File: src/rtl/cke_pwr_pkg.sv
package cke_pwr_pkg;

    typedef enum logic [1:0] {
        PS_ACTIVE   = 2'd0,
        PS_PRE_PD   = 2'd1,
        PS_ACT_PD   = 2'd2,
        PS_SELF_REF = 2'd3
    } pwr_state_e;

    typedef struct packed {
        logic cke;
        logic sre;
        logic cs_n;
        logic all_idle;
        logic busy;
    } pwr_in_t;

    typedef struct packed {
        pwr_state_e nxt;
        logic       err_drop;
        logic       err_sre;
    } decide_t;

    typedef struct packed {
        logic cmd_ibuf;
        logic clk_odt_ibuf;
        logic out_drv;
        logic int_refresh;
    } buf_en_t;

    function automatic decide_t decide(pwr_state_e cur, pwr_in_t in, logic window_open);
        decide_t r;
        r.nxt      = cur;
        r.err_drop = 1'b0;
        r.err_sre  = 1'b0;
        case (cur)
            PS_ACTIVE: begin
                if (!in.cke && in.busy) begin
                    r.err_drop = 1'b1;
                end else if (!in.cke && window_open) begin
                    if (in.sre && !in.cs_n) begin
                        if (in.all_idle) begin
                            r.nxt = PS_SELF_REF;
                        end else begin
                            r.nxt     = PS_ACT_PD;
                            r.err_sre = 1'b1;
                        end
                    end else begin
                        r.nxt = in.all_idle ? PS_PRE_PD : PS_ACT_PD;
                    end
                end
            end
            PS_PRE_PD, PS_ACT_PD, PS_SELF_REF: begin
                if (in.cke) r.nxt = PS_ACTIVE;
            end
            default: r.nxt = PS_ACTIVE;
        endcase
        return r;
    endfunction

    function automatic buf_en_t enables(pwr_state_e cur, logic cke);
        buf_en_t e;
        case (cur)
            PS_ACTIVE:   e = '{cmd_ibuf: 1'b1, clk_odt_ibuf: 1'b1, out_drv: 1'b1, int_refresh: 1'b0};
            PS_PRE_PD,
            PS_ACT_PD:   e = '{cmd_ibuf: 1'b0, clk_odt_ibuf: 1'b1, out_drv: 1'b0, int_refresh: 1'b0};
            PS_SELF_REF: e = '{cmd_ibuf: 1'b0, clk_odt_ibuf: cke, out_drv: 1'b0, int_refresh: !cke};
            default:     e = '{cmd_ibuf: 1'b1, clk_odt_ibuf: 1'b1, out_drv: 1'b1, int_refresh: 1'b0};
        endcase
        return e;
    endfunction

endpackage

File: src/rtl/cke_entry_fsm.sv
module cke_entry_fsm
    import cke_pwr_pkg::*;
(
    input  logic       clk,
    input  logic       rst,
    input  pwr_in_t    in,
    input  logic       window_open,
    output pwr_state_e st_q,
    output logic       exit_evt,
    output logic       err_drop_q,
    output logic       err_sre_q
);

    decide_t d;

    always_comb begin
        d = decide(st_q, in, window_open);
    end

    assign exit_evt = (st_q != PS_ACTIVE) && (d.nxt == PS_ACTIVE);

    always_ff @(posedge clk) begin
        if (rst) begin
            st_q       <= PS_ACTIVE;
            err_drop_q <= 1'b0;
            err_sre_q  <= 1'b0;
        end else begin
            st_q       <= d.nxt;
            err_drop_q <= d.err_drop;
            err_sre_q  <= d.err_sre;
        end
    end

    p_sr_needs_idle_r4: assert property (@(posedge clk) disable iff (rst)
        (st_q == PS_ACTIVE && !in.cke && in.sre && !in.cs_n && !in.all_idle) |=> (st_q != PS_SELF_REF));

    p_reject_to_apd_r5: assert property (@(posedge clk) disable iff (rst)
        err_sre_q |-> (st_q == PS_ACT_PD));

    p_busy_holds_active_r6: assert property (@(posedge clk) disable iff (rst)
        (st_q == PS_ACTIVE && !in.cke && in.busy) |=> (st_q == PS_ACTIVE && err_drop_q));

    p_pd_stays_low_r7: assert property (@(posedge clk) disable iff (rst)
        ((st_q == PS_PRE_PD || st_q == PS_ACT_PD) && !in.cke) |=> (st_q == $past(st_q)));

    p_sr_exit_r8: assert property (@(posedge clk) disable iff (rst)
        (st_q == PS_SELF_REF && in.cke) |=> (st_q == PS_ACTIVE));

endmodule

File: src/rtl/cke_exit_timer.sv
module cke_exit_timer #(
    parameter int EXIT_CLKS = 4
) (
    input  logic clk,
    input  logic rst,
    input  logic exit_evt,
    output logic window_open
);

    generate
        if (EXIT_CLKS == 0) begin : g_no_wait
            assign window_open = 1'b1;
        end else begin : g_wait
            localparam int CW = $clog2(EXIT_CLKS + 1);
            localparam logic [CW-1:0] LOAD = CW'(EXIT_CLKS);
            logic [CW-1:0] cnt_q;

            always_ff @(posedge clk) begin
                if (rst) begin
                    cnt_q <= '0;
                end else if (exit_evt) begin
                    cnt_q <= LOAD;
                end else if (cnt_q != '0) begin
                    cnt_q <= cnt_q - 1'b1;
                end
            end

            assign window_open = (cnt_q == '0);

            p_load_closes_r10: assert property (@(posedge clk) disable iff (rst)
                exit_evt |=> !window_open);

            p_count_bound_r10: assert property (@(posedge clk) disable iff (rst)
                cnt_q <= LOAD);
        end
    endgenerate

endmodule

File: src/rtl/cke_buf_ctrl.sv
module cke_buf_ctrl
    import cke_pwr_pkg::*;
(
    input  pwr_state_e st,
    input  logic       cke,
    output buf_en_t    en
);

    always_comb begin
        en = enables(st, cke);
    end

endmodule

File: src/rtl/cke_cmd_gate.sv
module cke_cmd_gate
    import cke_pwr_pkg::*;
(
    input  pwr_state_e st,
    input  logic       window_open,
    input  logic       cmd_valid,
    input  logic       cs_n,
    output logic       accept
);

    assign accept = (st == PS_ACTIVE) && window_open && cmd_valid && !cs_n;

endmodule

File: src/rtl/cke_pwr_ctrl.sv
module cke_pwr_ctrl
    import cke_pwr_pkg::*;
#(
    parameter int EXIT_CLKS = 4
) (
    input  logic       clk,
    input  logic       rst,
    input  logic       cke,
    input  logic       cs_n,
    input  logic       cmd_valid,
    input  logic       sre_cmd,
    input  logic       all_banks_idle,
    input  logic       access_busy,
    output logic [1:0] pwr_state,
    output logic       cmd_ibuf_en,
    output logic       clk_odt_ibuf_en,
    output logic       out_drv_en,
    output logic       int_refresh,
    output logic       cmd_accept,
    output logic       err_cke_drop,
    output logic       err_sre_reject
);

    pwr_in_t    in_s;
    pwr_state_e st;
    logic       exit_evt;
    logic       window_open;
    buf_en_t    en;

    assign in_s = '{cke: cke, sre: sre_cmd, cs_n: cs_n, all_idle: all_banks_idle, busy: access_busy};

    cke_entry_fsm u_fsm (
        .clk        (clk),
        .rst        (rst),
        .in         (in_s),
        .window_open(window_open),
        .st_q       (st),
        .exit_evt   (exit_evt),
        .err_drop_q (err_cke_drop),
        .err_sre_q  (err_sre_reject)
    );

    cke_exit_timer #(.EXIT_CLKS(EXIT_CLKS)) u_timer (
        .clk        (clk),
        .rst        (rst),
        .exit_evt   (exit_evt),
        .window_open(window_open)
    );

    cke_buf_ctrl u_buf (
        .st (st),
        .cke(cke),
        .en (en)
    );

    cke_cmd_gate u_gate (
        .st         (st),
        .window_open(window_open),
        .cmd_valid  (cmd_valid),
        .cs_n       (cs_n),
        .accept     (cmd_accept)
    );

    assign pwr_state       = st;
    assign cmd_ibuf_en     = en.cmd_ibuf;
    assign clk_odt_ibuf_en = en.clk_odt_ibuf;
    assign out_drv_en      = en.out_drv;
    assign int_refresh     = en.int_refresh;

    p_pd_clk_on_r9: assert property (@(posedge clk) disable iff (rst)
        (pwr_state == 2'd1 || pwr_state == 2'd2) |-> (clk_odt_ibuf_en && !cmd_ibuf_en && !out_drv_en));

    p_refresh_only_sr_r8: assert property (@(posedge clk) disable iff (rst)
        int_refresh |-> (pwr_state == 2'd3 && !clk_odt_ibuf_en));

    p_cs_masks_r11: assert property (@(posedge clk) disable iff (rst)
        cs_n |-> !cmd_accept);

    p_accept_active_r11: assert property (@(posedge clk) disable iff (rst)
        cmd_accept |-> (pwr_state == 2'd0 && cmd_ibuf_en));

endmodule

File: config.mk
export PLATFORM = sky130hd
export DESIGN_NAME = cke_pwr_ctrl
export DESIGN_NICKNAME = d
export VERILOG_FILES = /design/src/rtl/cke_pwr_pkg.sv /design/src/rtl/cke_entry_fsm.sv /design/src/rtl/cke_exit_timer.sv /design/src/rtl/cke_buf_ctrl.sv /design/src/rtl/cke_cmd_gate.sv /design/src/rtl/cke_pwr_ctrl.sv
export SDC_FILE = /design/constraint.sdc
export NUM_CORES = 1
export LEC_CHECK = 0
export CORE_AREA = 10 10 47 49
export CTS_CLUSTER_DIAMETER = 150
export DETAILED_ROUTE_END_ITERATION = 10
export DIE_AREA = 0 0 57 59
export HOLD_SLACK_MARGIN = 0.12
export MAX_ROUTING_LAYER = met4
export PLACE_DENSITY_LB_ADDON = 0.15
export SYNTH_ARGS = -nofsm -noshare
export SYNTH_HDL_FRONTEND = slang
export SYNTH_SLANG_ARGS = --single-unit
File: constraint.sdc
create_clock -name clk -period 2.45 [get_ports clk]
set_input_delay 0.3675 -clock clk [delete_from_list [all_inputs] [get_ports clk]]
set_output_delay 0.3675 -clock clk [all_outputs]
set_load 0.05 [all_outputs]
# Word-level counts from Yosys, hierarchy flattened
# Index checks and enable logic that the tools add are counted.
[totals]
reg_bits = 7
latch_bits = 0
ramBits = 0
rom_bits = 0
output_inout_bits = 9
mem_count = 0
[op_classes]
add_sub_neg = 1
multipliers = 0
div = 0
magnitude_cmp = 0
n_eq_ne = 3
shifts = 0
muxes = 12
n_bitwise = 3
reduce_logical = 20
[op_table]
columns = ["operator", "count"]
rows = [
  ["one-hot mux 4 bit (3 select lines)", 1],
  ["2-to-1 mux 2 bit", 5],
  ["logical AND 1 bit", 7],
  ["2-to-1 mux 3 bit", 2],
  ["OR reduction 2 bit", 3],
  ["OR reduction 5 bit", 1],
  ["== test 2 bit, second input constant", 2],
  ["zero test 2 bit", 2],
  ["one-hot mux 2 bit (2 select lines)", 1],
  ["nonzero test 2 bit", 2],
  ["zero test 3 bit", 1],
  ["2-to-1 mux 1 bit", 3],
  ["NOT 1 bit", 3],
  ["nonzero test 3 bit", 1],
  ["OR reduction 3 bit", 1],
  ["subtractor 3 x 1 -> 3 bit, second input constant", 1],
  ["== test 2 x 1 -> 1 bit, second input constant", 1],
  ["zero test 1 bit", 2],
]

# Depth between registers and ports, before layout
[depth]
ltp_word = 9
ltp_mapped = 8
depth_no_buf = 7

# By module
# From an unflattened synthesis, not the netlist that was laid out.
[hier_totals]
cells_unflattened = 42
hier_area_um2 = 410.4
[modules_own_cells]
columns = ["mod", "instances", "cells_each", "area_each_um2"]
rows = [
  ["cke_entry_fsm", 1, 16, 172.7],
  ["cke_exit_timer", 1, 17, 166.4],
  ["cke_buf_ctrl", 1, 7, 57.6],
  ["cke_cmd_gate", 1, 2, 13.8],
]

# Least setup slack after synthesis
# No wires, ideal clock.
[synth_timing]
path_kind = "register to output"
startpoint = "reg u_fsm.st_q[0]"
endpoint = "out clk_odt_ibuf_en"
arrival_time_ns = 1.748
slack_ns = 0.334
stages_incl_launch_ff = 4
path_buffers = 0
path_cell_list = "dfxtp_1 -> inv_1 -> ha_1 -> a211o_1"
[synth_via]
elab_chain_cells = 3
[synth_lines]
columns = ["element", "line_no", "rtl"]
rows = [
  ["start, declared", "cke_entry_fsm.sv:8", "output pwr_state_e st_q,"],
  ["start signal, assigned", "cke_entry_fsm.sv:28", "st_q <= d.nxt;"],
  ["== test 2 x 1 -> 1 bit / == test 2 bit (equally long branches)", "cke_pwr_pkg.sv:63", "case (cur)"],
  ["OR reduction 2 bit", "cke_pwr_pkg.sv:63", ""],
  ["one-hot mux 4 bit (3 select lines) (*)", "cke_pwr_pkg.sv:63", ""],
  ["end, declared", "cke_pwr_ctrl.sv:16", "output logic clk_odt_ibuf_en,"],
]
# Every way passes the cells marked *; elsewhere a longest branch is shown, timed or not.

# Worst setup path after layout
[layout_timing]
startpoint = "reg u_fsm.st_q[0]"
endpoint = "out cmd_ibuf_en"
[layout_via]
elab_chain_cells = 3
[layout_lines]
columns = ["element", "line_no", "rtl"]
rows = [
  ["== test 2 x 1 -> 1 bit / == test 2 bit (equally long branches)", "cke_pwr_pkg.sv:63", ""],
  ["OR reduction 2 bit", "cke_pwr_pkg.sv:63", ""],
  ["one-hot mux 4 bit (3 select lines) (*)", "cke_pwr_pkg.sv:63", ""],
  ["end, declared", "cke_pwr_ctrl.sv:15", "output logic cmd_ibuf_en,"],
]
# Marked as above.

==> results.md <==
- Status: complete, no violations
- Hold buffer count at CTS: 0
- VDD IR-drop max: roughly 0.00049 V
- Number of fill cells in the layout: 155
- Clock sink count: 7
- Seq cells post-synth: 7
- DR top layer: met4
- Final Skew: between 10 and 15 ps
- Mapped Area: roughly 450 sq um
- Initial antenna violation count: 0
- Setup Viol. Count Final: 0
- CP Capture Type: primary output
- Seq/Total Area, Yosys: 0.3111
- CP arrival: ~1900 ps
- Largest area contributor in the netlist: dfxtp_1
- Num rows: 14
- Area share of the largest cell type after synthesis: 0.3111
- Core area: 0.001401 sq mm
- GP Congestion: about 0.74
- Ys async rst share: 0
- Worst Tran Pin Value: approximately 510 ps
- Clk slew on worst S/H paths: about 60 ps
- Setup TNS: 0 ps
- Maximum clock frequency: between 0.4 and 0.5 GHz
- RSZ-0062 raised after global routing: false
- Routed wl met3: 111 um
- Root Driver: clkbuf_4
- Max-cap violations: 0
- Area of the die: 0.003363 sq mm
- Die Span X: roughly 57 um
- Synthesized instance count: 50
- Buffer levels on the longest clock path: 2
- Slew HR: 0.6613
- Period utilization: 0.9133
- Detail Route met2 WL: approximately 460 um
- Vert. Die Dim: slightly below 60 um
- Postcts setup bufs: 0
- Unique masters post-synth: 23
- Worst hold path type: register to register
- WS Path Type: register to primary output
- Final Max Tran Viols: 0
- Synth area leaders: dfxtp_1, ha_1, inv_1
- Post-cts sizing count: 0
- Primary FF master, synth: dfxtp_1
- Pwr/cell area: 1066 mW/mm^2
- Avg Synthesized Cell Area: 9.009 sq um
- Total iterations of the first detailed-routing run: 6
- Post-synth EDFFs: 0
- Share of layout cells above drive strength 1: 0.1594
- Via-per-instance ratio: roughly 5
- Worst-Skew Late Latency: around 260 ps
- Syn_nets: between 60 and 70
- Drt wl/cell: ~13 um
- Number of antenna-violating nets in the routed design: 0
- TritonCTS clock tree: done
- Hpwl dp: 856 um
- Starting Density: 0.3214
- # nets final: 84
- CP Launch Type: register
- Inserted Diodes: 0
- Area Overhead vs Synth: 42.50%
- Most frequent cells after synthesis: dfxtp_1, inv_1, ha_1
- CP peak stage delay: ~860 ps
- Post-Route Utilization: 0.4580
- GRT Total Usage: 0.07490
- Clock buffer count from CTS: 3
- Largest net degree at the start of global routing: 9
- Drt total wl: around 1.1 mm
- Final min period: 2238 ps
- Global-route wire length before repair: about 2.0 mm
- Grt total ovfl: 0
- Final hold violation count: 0
- 1st-iter DRT viols: 8
- DR vias: 423
- Crit-path max FO: 8
- Drt drc: 0
- Number of synthesis warnings: 0
- Critical path's slowest cell: clkdlybuf4s50_1
- Vias in the first global route: ~430
- H-tree lvl count: 1
- CP Cell Sequence: inv_1 > ha_1 > clkdlybuf4s50_1
- Static Leakage: between 0.2 and 0.3 nW
- IO Port Bufs: 16
- Post-Route M1 WL: ~490 um
- Num ports: 17
- Worst EP required: between 2000 and 2500 ps
==> critical path: cells and delay by family, from the launching register on <==
| kind | cells | cell delay [ps] |
|---|---|---|
| buf+inv | 2 | 950 |
| fa+ha+maj | 1 | 310 |
| flops | 1 | 350 |
==> stage by stage <==
stage	worst slack (ps)	hold slack (ps)	power (mW)	area, sq um	cells
2_1_floorplan	334.3	439.6	0.4788	450.4	50
3_3_place_gp	482.4	542.7	0.5869	615.6	81
3_5_place_dp	483.3	533.3	0.5804	615.6	81
4_1_cts	209.2	539.4	0.6916	641.9	85
5_1_grt	84.40	583.9	0.7448	641.9	85
6_report	212.4	542.3	0.6842	641.9	85
==> power by group <==
| part | total [mW] | switching, mW | internal [mW] |
|---|---|---|---|
| logic | 0.416 | 0.248 | 0.168 |
| registers | 0.160 | 0.0173 | 0.143 |
| clock network | 0.108 | 0.0456 | 0.0623 |
==> flip-flops by register name (all words and copies together), names as in the netlist <==
register / count
u_timer.g_wait.cnt_q: 3
u_fsm.err_drop_q: 1
u_fsm.err_sre_q: 1
u_fsm.st_q: 2
==> cell type report <==
| cell class | instances | area, sq um | area share |
|---|---|---|---|
| Multi-Input combinational cell | 34 | 269.0 | 0.4191 |
| Timing Repair Buffer | 17 | 160.2 | 0.2495 |
| Sequential cell | 7 | 140.1 | 0.2183 |
| Clock buffer | 4 | 26.28 | 0.04094 |
| Inverter | 7 | 26.28 | 0.04094 |
| Tap cell | 16 | 20.02 | 0.03119 |
==> kinds of logic (layout without fill, tap and decap cells) <==
family | count (synthesis) | in the layout | share of synthesized area
AOI/OAI and AO/OA | 9 | 9 | 0.1695
adders and majority gates | 6 | 6 | 0.1667
buffers and inverters | 9 | 28 | 0.09167
DFF | 7 | 7 | 0.3111
xor gates and xnor gates | 1 | 1 | 0.01945
and+or+nand+nor | 18 | 18 | 0.2417
==> final timing paths <==
path | cells past startpoint | slack [ps] | start | to
worst min-delay path | 2 | 540 | u_timer.g_wait.cnt_q[1]$_SDFFE_PP0P_ | u_timer.g_wait.cnt_q[1]$_SDFFE_PP0P_
worst max register to register | 6 | 730 | u_timer.g_wait.cnt_q[0]$_SDFFE_PP0P_ | u_timer.g_wait.cnt_q[0]$_SDFFE_PP0P_
worst min register to register | 2 | 540 | u_timer.g_wait.cnt_q[1]$_SDFFE_PP0P_ | u_timer.g_wait.cnt_q[1]$_SDFFE_PP0P_
worst max-delay path | 3 | 210 | u_fsm.st_q[0]$_SDFF_PP0_ | cmd_ibuf_en
==> cell usage in the layout (no fill, tap or decap), drive strengths merged, types with 4 or more instances in the layout <==
cell           count
clkbuf             4
clkdlybuf4s50     13
inv                7
ha                 6
buf                4
nor2               5
dfxtp              7
==> metal layers <==
layer / GRT usage / vias up
met5: - / -
met4: 0.04027 / 0
met3: 0.04292 / 2
met2: 0.1039 / 19
met1: 0.08273 / 191
li1: - / 211
Power figures use the tool's default switching activity.
